$ cat src/rtl/wp_pkg.sv
package wp_pkg;
  typedef enum logic [2:0] {
    SQ_IDLE,
    SQ_KEY1,
    SQ_KEY2,
    SQ_ESC3,
    SQ_ESC4,
    SQ_ESC5
  } seq_t;

  localparam logic [14:0] KEY_A_ADDR = 15'h5555;
  localparam logic [14:0] KEY_B_ADDR = 15'h2AAA;
  localparam logic [7:0]  KEY_A_DATA = 8'hAA;
  localparam logic [7:0]  KEY_B_DATA = 8'h55;
  localparam logic [7:0]  OP_ARM     = 8'hA0;
  localparam logic [7:0]  OP_ESCAPE  = 8'h80;
  localparam logic [7:0]  OP_DISARM  = 8'h20;
endpackage

$ cat src/rtl/wp_seq_matcher.sv
module wp_seq_matcher
  import wp_pkg::*;
#(
  parameter int ADDR_W = 17,
  parameter int CMP_W  = 15
) (
  input  logic              clk,
  input  logic              rst,
  input  logic              wr_valid,
  input  logic [ADDR_W-1:0] wr_addr,
  input  logic [7:0]        wr_data,
  input  logic              bypass,
  input  logic              flush,
  output logic              is_cmd,
  output logic              arm_done,
  output logic              disarm_done
);
  localparam logic [CMP_W-1:0] A_ADR = CMP_W'(KEY_A_ADDR);
  localparam logic [CMP_W-1:0] B_ADR = CMP_W'(KEY_B_ADDR);

  seq_t st, nxt;
  logic at_a, at_b, key1, key2, restart;

  assign at_a = (wr_addr[CMP_W-1:0] == A_ADR);
  assign at_b = (wr_addr[CMP_W-1:0] == B_ADR);
  assign key1 = at_a && (wr_data == KEY_A_DATA);
  assign key2 = at_b && (wr_data == KEY_B_DATA);

  always_comb begin
    nxt         = st;
    is_cmd      = 1'b0;
    arm_done    = 1'b0;
    disarm_done = 1'b0;
    restart     = 1'b0;
    if (wr_valid && !bypass) begin
      case (st)
        SQ_IDLE: restart = 1'b1;
        SQ_KEY1: if (key2) begin nxt = SQ_KEY2; is_cmd = 1'b1; end
                 else restart = 1'b1;
        SQ_KEY2: begin
          if (at_a && wr_data == OP_ARM) begin
            nxt = SQ_IDLE; is_cmd = 1'b1; arm_done = 1'b1;
          end else if (at_a && wr_data == OP_ESCAPE) begin
            nxt = SQ_ESC3; is_cmd = 1'b1;
          end else restart = 1'b1;
        end
        SQ_ESC3: if (key1) begin nxt = SQ_ESC4; is_cmd = 1'b1; end
                 else restart = 1'b1;
        SQ_ESC4: if (key2) begin nxt = SQ_ESC5; is_cmd = 1'b1; end
                 else restart = 1'b1;
        SQ_ESC5: begin
          if (at_a && wr_data == OP_DISARM) begin
            nxt = SQ_IDLE; is_cmd = 1'b1; disarm_done = 1'b1;
          end else restart = 1'b1;
        end
        default: restart = 1'b1;
      endcase
      if (restart) begin
        is_cmd = key1;
        nxt    = key1 ? SQ_KEY1 : SQ_IDLE;
      end
    end
  end

  always_ff @(posedge clk) begin
    if (rst || flush || bypass) st <= SQ_IDLE;
    else if (wr_valid)          st <= nxt;
  end

  // an open window keeps the matcher idle
  a_r10_idle_in_window: assert property (@(posedge clk) disable iff (rst)
    bypass |=> (st == SQ_IDLE));
  // disarm can only finish from the last escape state
  a_r7_disarm_from_esc5: assert property (@(posedge clk) disable iff (rst)
    disarm_done |-> (st == SQ_ESC5));
endmodule

$ cat src/rtl/wp_page_window.sv
module wp_page_window #(
  parameter int PAGE_BYTES = 128
) (
  input  logic clk,
  input  logic rst,
  input  logic open_req,
  input  logic data_wr,
  input  logic close_req,
  output logic win_open
);
  localparam int CNT_W = $clog2(PAGE_BYTES + 1);
  localparam logic [CNT_W-1:0] LAST = CNT_W'(PAGE_BYTES - 1);

  logic [CNT_W-1:0] cnt;

  always_ff @(posedge clk) begin
    if (rst || close_req) begin
      win_open <= 1'b0;
      cnt      <= '0;
    end else if (open_req) begin
      win_open <= 1'b1;
      cnt      <= '0;
    end else if (win_open && data_wr) begin
      cnt <= cnt + 1'b1;
      if (cnt == LAST) win_open <= 1'b0;
    end
  end

  // a window only opens right after a completed command
  a_r6_open_after_cmd: assert property (@(posedge clk) disable iff (rst)
    $rose(win_open) |-> $past(open_req));
  // page_end always closes the window
  a_r6_close_on_end: assert property (@(posedge clk) disable iff (rst)
    close_req |=> !win_open);
endmodule

$ cat src/rtl/wp_prot_state.sv
module wp_prot_state #(
  parameter bit RETAIN_PROT = 1'b1
) (
  input  logic clk,
  input  logic rst,
  input  logic arm_done,
  input  logic disarm_done,
  input  logic page_end,
  output logic prot_q
);
  logic pend_arm, pend_disarm;

  always_ff @(posedge clk) begin
    if (rst || page_end) begin
      pend_arm    <= 1'b0;
      pend_disarm <= 1'b0;
    end else if (arm_done) begin
      pend_arm    <= 1'b1;
      pend_disarm <= 1'b0;
    end else if (disarm_done) begin
      pend_arm    <= 1'b0;
      pend_disarm <= 1'b1;
    end
  end

  generate
    if (RETAIN_PROT) begin : g_retained
      logic flag = 1'b0;
      always_ff @(posedge clk) begin
        if (page_end && pend_arm)         flag <= 1'b1;
        else if (page_end && pend_disarm) flag <= 1'b0;
      end
      assign prot_q = flag;
    end else begin : g_volatile
      logic flag;
      always_ff @(posedge clk) begin
        if (rst)                          flag <= 1'b0;
        else if (page_end && pend_arm)    flag <= 1'b1;
        else if (page_end && pend_disarm) flag <= 1'b0;
      end
      assign prot_q = flag;
    end
  endgenerate

  // the flag moves only on the cycle after page_end
  a_r4_moves_on_end: assert property (@(posedge clk) disable iff (rst)
    (prot_q != $past(prot_q)) |-> $past(page_end));
  // both pending requests are never held together
  a_r4_one_pending: assert property (@(posedge clk) disable iff (rst)
    !(pend_arm && pend_disarm));
endmodule

$ cat src/rtl/wp_guard.sv
module wp_guard #(
  parameter int ADDR_W      = 17,
  parameter int CMP_W       = 15,
  parameter int PAGE_BYTES  = 128,
  parameter bit RETAIN_PROT = 1'b1
) (
  input  logic              clk,
  input  logic              rst,
  input  logic              wr_valid,
  input  logic [ADDR_W-1:0] wr_addr,
  input  logic [7:0]        wr_data,
  input  logic              page_end,
  output logic              wr_allow,
  output logic              wr_cmd,
  output logic              prot_on
);
  logic is_cmd, arm_done, disarm_done, win_open, prot_q, allow_d;

  wp_seq_matcher #(.ADDR_W(ADDR_W), .CMP_W(CMP_W)) u_match (
    .clk(clk), .rst(rst), .wr_valid(wr_valid), .wr_addr(wr_addr),
    .wr_data(wr_data), .bypass(win_open), .flush(page_end),
    .is_cmd(is_cmd), .arm_done(arm_done), .disarm_done(disarm_done));

  wp_page_window #(.PAGE_BYTES(PAGE_BYTES)) u_win (
    .clk(clk), .rst(rst), .open_req(arm_done | disarm_done),
    .data_wr(wr_valid & ~is_cmd), .close_req(page_end),
    .win_open(win_open));

  wp_prot_state #(.RETAIN_PROT(RETAIN_PROT)) u_prot (
    .clk(clk), .rst(rst), .arm_done(arm_done), .disarm_done(disarm_done),
    .page_end(page_end), .prot_q(prot_q));

  assign allow_d = wr_valid && !is_cmd && (win_open || !prot_q);

  always_ff @(posedge clk) begin
    if (rst) begin
      wr_allow <= 1'b0;
      wr_cmd   <= 1'b0;
    end else begin
      wr_allow <= allow_d;
      wr_cmd   <= wr_valid && is_cmd;
    end
  end

  assign prot_on = prot_q;

  // a verdict always answers a write of the previous cycle
  a_r2_verdict_needs_write: assert property (@(posedge clk) disable iff (rst)
    (wr_allow || wr_cmd) |-> $past(wr_valid));
  // a byte is never both a command and loaded data
  a_r3_exclusive: assert property (@(posedge clk) disable iff (rst)
    !(wr_allow && wr_cmd));
  // no command byte while a data window is open
  a_r10_no_cmd_in_window: assert property (@(posedge clk) disable iff (rst)
    (wr_valid && win_open) |=> !wr_cmd);
endmodule

$ cat config.mk
export PLATFORM = sky130hd
export DESIGN_NAME = wp_guard
export DESIGN_NICKNAME = d
export VERILOG_FILES = /design/src/rtl/wp_pkg.sv /design/src/rtl/wp_seq_matcher.sv /design/src/rtl/wp_page_window.sv /design/src/rtl/wp_prot_state.sv /design/src/rtl/wp_guard.sv
export SDC_FILE = /design/constraint.sdc
export NUM_CORES = 1
export LEC_CHECK = 0
export BUFFER_PORTS_ARGS = -buffer_cell sky130_fd_sc_hd__buf_4
export CORE_ASPECT_RATIO = 1.25
export CORE_UTILIZATION = 42
export CTS_BUF_LIST = sky130_fd_sc_hd__clkbuf_2 sky130_fd_sc_hd__clkbuf_4 sky130_fd_sc_hd__clkbuf_8
export DETAILED_ROUTE_END_ITERATION = 12
export GPL_ROUTABILITY_DRIVEN = 0
export MAX_ROUTING_LAYER = met4
export PLACE_DENSITY_LB_ADDON = 0.15
export SYNTH_ARGS = -nofsm -noshare
export SYNTH_HDL_FRONTEND = slang
export SYNTH_SLANG_ARGS = --single-unit
$ cat constraint.sdc
create_clock -name clk -period 1.6 [get_ports clk]
set_clock_uncertainty 0.05 [all_clocks]
set_input_delay 0.4 -clock clk [delete_from_list [all_inputs] [get_ports clk]]
set_output_delay 0.4 -clock clk [all_outputs]
set_load 0.02 [all_outputs]
==> results.md <==
* Maximum VDD drop at 0.0004381 V
* Count leader, synth: nor2_1
* Crit path launch type: input port
* Vias per std cell at about 5.6
* Setup ws final at -140.6 ps
* Crit-path max FO at 7
* Final Hold Vio Count at 0
* Leading post-synthesis cells by cell area: dfxtp_1 30%, nor2_1 6.3%, xor2_1 5.4%, nand2_1 4.6%, nand4_1 3.8%
* Yosys top cell area share at 29.82%
* TritonCTS Buffers at 3
* Logic pwr share at 21.5%
* Critical path class: in2reg
* Clk pwr share at 27.3%
* Minimum clock period after layout at around 1700 ps
* CTS Sinks at 17
* Sw Share at a little over a quarter
* Failing checks: negative setup slack
* #FFs+latches synth at 17
* Leakage power at 0.0007721 µW
* Reg area at 346.6 µm²
* Unrepaired setup endpoints after global routing: yes
* P_int at between 600 and 700 µW
* Rel. slew slack at 77.60%
* Worst-Skew Late Latency at 290 ps
* Slowest stage delay, CP at 300 ps
* Post-synth top area cell: dfxtp_1
* Antenna Cells at 0
* Root Driver: clkbuf_4
* Crit path max-delay cell type: o31ai_4
* Finish-stage setup viols at 6
* Cell area after synthesis at 0.001141 mm²
* Nets at 235
* Top cells by count, synth: 19 x nor2_1, 17 x dfxtp_1, 14 x nand2_1
* Clk slew on worst S/H paths at 110 ps
* HP Class: in2reg
* TNS Setup at -521.3 ps
* DIE WIDTH at slightly below 50 µm
* Sequential-to-total area share from yosys stat at between 20 and 30%
* Pwr Density at 441.1 mW/mm²
* CP cell instances: buf_6 > nor4_4 > buf_4 > nand4_1 > o31ai_4 > o311ai_2 > a311oi_1 > a211oi_1
* Post-synth EDFFs at 0
* Max-slew violations at 0
* Initial antenna violation count at 0
* Worst R2R End: u_match.st[1]
* Cell Area, Placed at 0.001625 mm²
* Switching pwr at 220.4 µW
* Mean Syn Cell Area at roughly 8 µm²
* Total GRT Usage at 26.54%
* Synthesized net count at between 150 and 200
* Die area at 0.002931 mm²
* Worst hold start: rst
* Netlist cell types at 44
* Crit Reg-Reg Startpoint: u_match.st[1]
* Seq pwr share at 51.1%
* Area added between synthesis and finish at 66.67%
* R2R depth at 5
* Routed WL per cell at 15.23 µm
* # rows at 20
* Fmax at 574.5 MHz
* Via count of the routed design at ~1300
* Final Cycle Share at 108.8%
* Worst Path Required at 1730 ps
* Finished Cell Area at 0.001902 mm²
* Hold Crit Depth at 2
* Clk buf depth at 2
* Synth async-reset ratio at 0%
* Hold Path End: wr_allow
* Finished Layout Cells at 237
* Buf+Inv Stages, Crit Path at 2
* Placed insts at 227
* Multi-input logic area at approximately 990 µm²
* H-tree level count at 1
* R2R setup slack at -70 ps
* Predominant post-synthesis flop cell: dfxtp_1
* Cells after synthesis at roughly 140
* I/O pin cnt at 32
* Drt drc at 0
* Status: finished, violations left
* Final WL at 3610 µm
* Hpwl dp at 2712 µm
* Yosys warnings at 0
* Initial Utilization at 45.60%
* Core Area at 0.002502 mm²
* Fillers at 179
* Share of cells above drive strength 1 at 46.57%
* Family with the most delay on the worst path: compound AO/OA/AOI/OAI gates
* Vert. Die Dim at 60.28 µm
* Number of max-cap violations at 0
* Total gr overflow at 0
* Worst-margin pin slew at 333.0 ps
* CP arrival at 1880 ps
* Port Buf Inserts at 29
* Pin count of the biggest net entering global routing at 11
* Crit end category: flip-flop
* WHS at 261.6 ps
* Vias in the first global route at 1388
* DR iter-0 viols at 32
* Drt first pass iters at 4
* CTS tree: yes
* Antenna-violating nets left at 0
* First-pass GRT wire length at 5830 µm
metrics by stage:
| step | util [%] | power (µW) | setup slack, ps |
|---|---|---|---|
| after floorplan | - | 485.7 | -144.1 |
| after global routing | 76.00 | 877.1 | -232.3 |
| after CTS | 70.05 | 830.8 | -67.71 |
| after global placement | 64.95 | 585.5 | -389.0 |
| after detailed placement | 64.95 | 590.0 | -451.2 |
| final | 76.00 | 838.8 | -140.6 |
metal layers:
metal | vias to the layer above | GRT usage (%) | share of wire [%]
met2 | 31 | 52.18 | 56
met3 | 11 | 3.308 | 2.6
met4 | 0 | 11.76 | 2.1
met5 | - | - | 0
li1 | 668 | - | -
met1 | 625 | 26.11 | 40
worst register-to-register path, delay by kind of cell (launching register included):
kind,cells,cell delay [ps]
AO/OA/AOI/OAI,2,600
AND/OR/NAND/NOR,3,490
flip-flops,1,420
registers in the layout (all words and copies together), names as in the netlist:
name and flops:
u_match.st 3, u_prot.prot_q 1, u_prot.pend_disarm 1, wr_cmd 1, wr_allow 1, u_win.cnt 8
u_win.win_open 1, u_prot.pend_arm 1
power groups by stage:
stage / clock [µW] / combinational (µW) / sequential, µW
after CTS: 235 / 166 / 430
final: 229 / 181 / 429
after global routing: 255 / 192 / 430
after detailed placement: 0 / 151 / 439
after global placement: 0 / 147 / 439
after floorplan: 0 / 47.6 / 438
cells by family after synthesis:
group	synth area share [%]
xor+xnor	5.373
buf+inv	1.754
simple gates	44.08
compound gates	17.87
fa+ha+maj	1.096
flops	29.82
final cells by class:
class / count / share of cell area, %
inverter: 2 / 0.3947
clock inverter: 1 / 0.2632
sequential: 17 / 18.22
tap: 33 / 2.171
multi-input combinational: 121 / 52.30
timing repair buffer: 60 / 25.46
clock buffer: 3 / 1.184
cells in the final DEF (no fill, tap or decap), drive strengths merged, types with 4 or more instances in the layout:
cell    instances
nand4           8
o21ai           5
nor3            4
nor4bb          4
nor2b           4
buf            60
nand3           8
nor4            8
xor2            7
nor2           19
dfxtp          17
nand2          14
a21oi           4
worst max-delay path by stage:
stage                     cells past startpoint        from            end  slack [ps]
after floorplan                               5  wr_data[6]  u_match.st[1]        -140
after global placement                        7  wr_addr[1]  u_match.st[0]        -390
after detailed placement                      6  wr_addr[0]  u_match.st[1]        -450
after CTS                                     7  wr_addr[9]  u_match.st[1]         -70
after global routing                          8  wr_data[6]  u_match.st[1]        -230
final                                         8  wr_data[6]  u_match.st[0]        -140
what timing repair did:
| item | in CTS | in global routing |
|---|---|---|
| cloned | 0 | 0 |
| pin swaps | 9 | 13 |
| endpoints found under the hold margin | 0 | 0 |
| setup endpoints to repair | 12 | 16 |
| resized for setup | 20 | 20 |
| hold buffers | 0 | 0 |
| buffers inserted | 0 | 6 |
(Power assumes the default switching activity.)
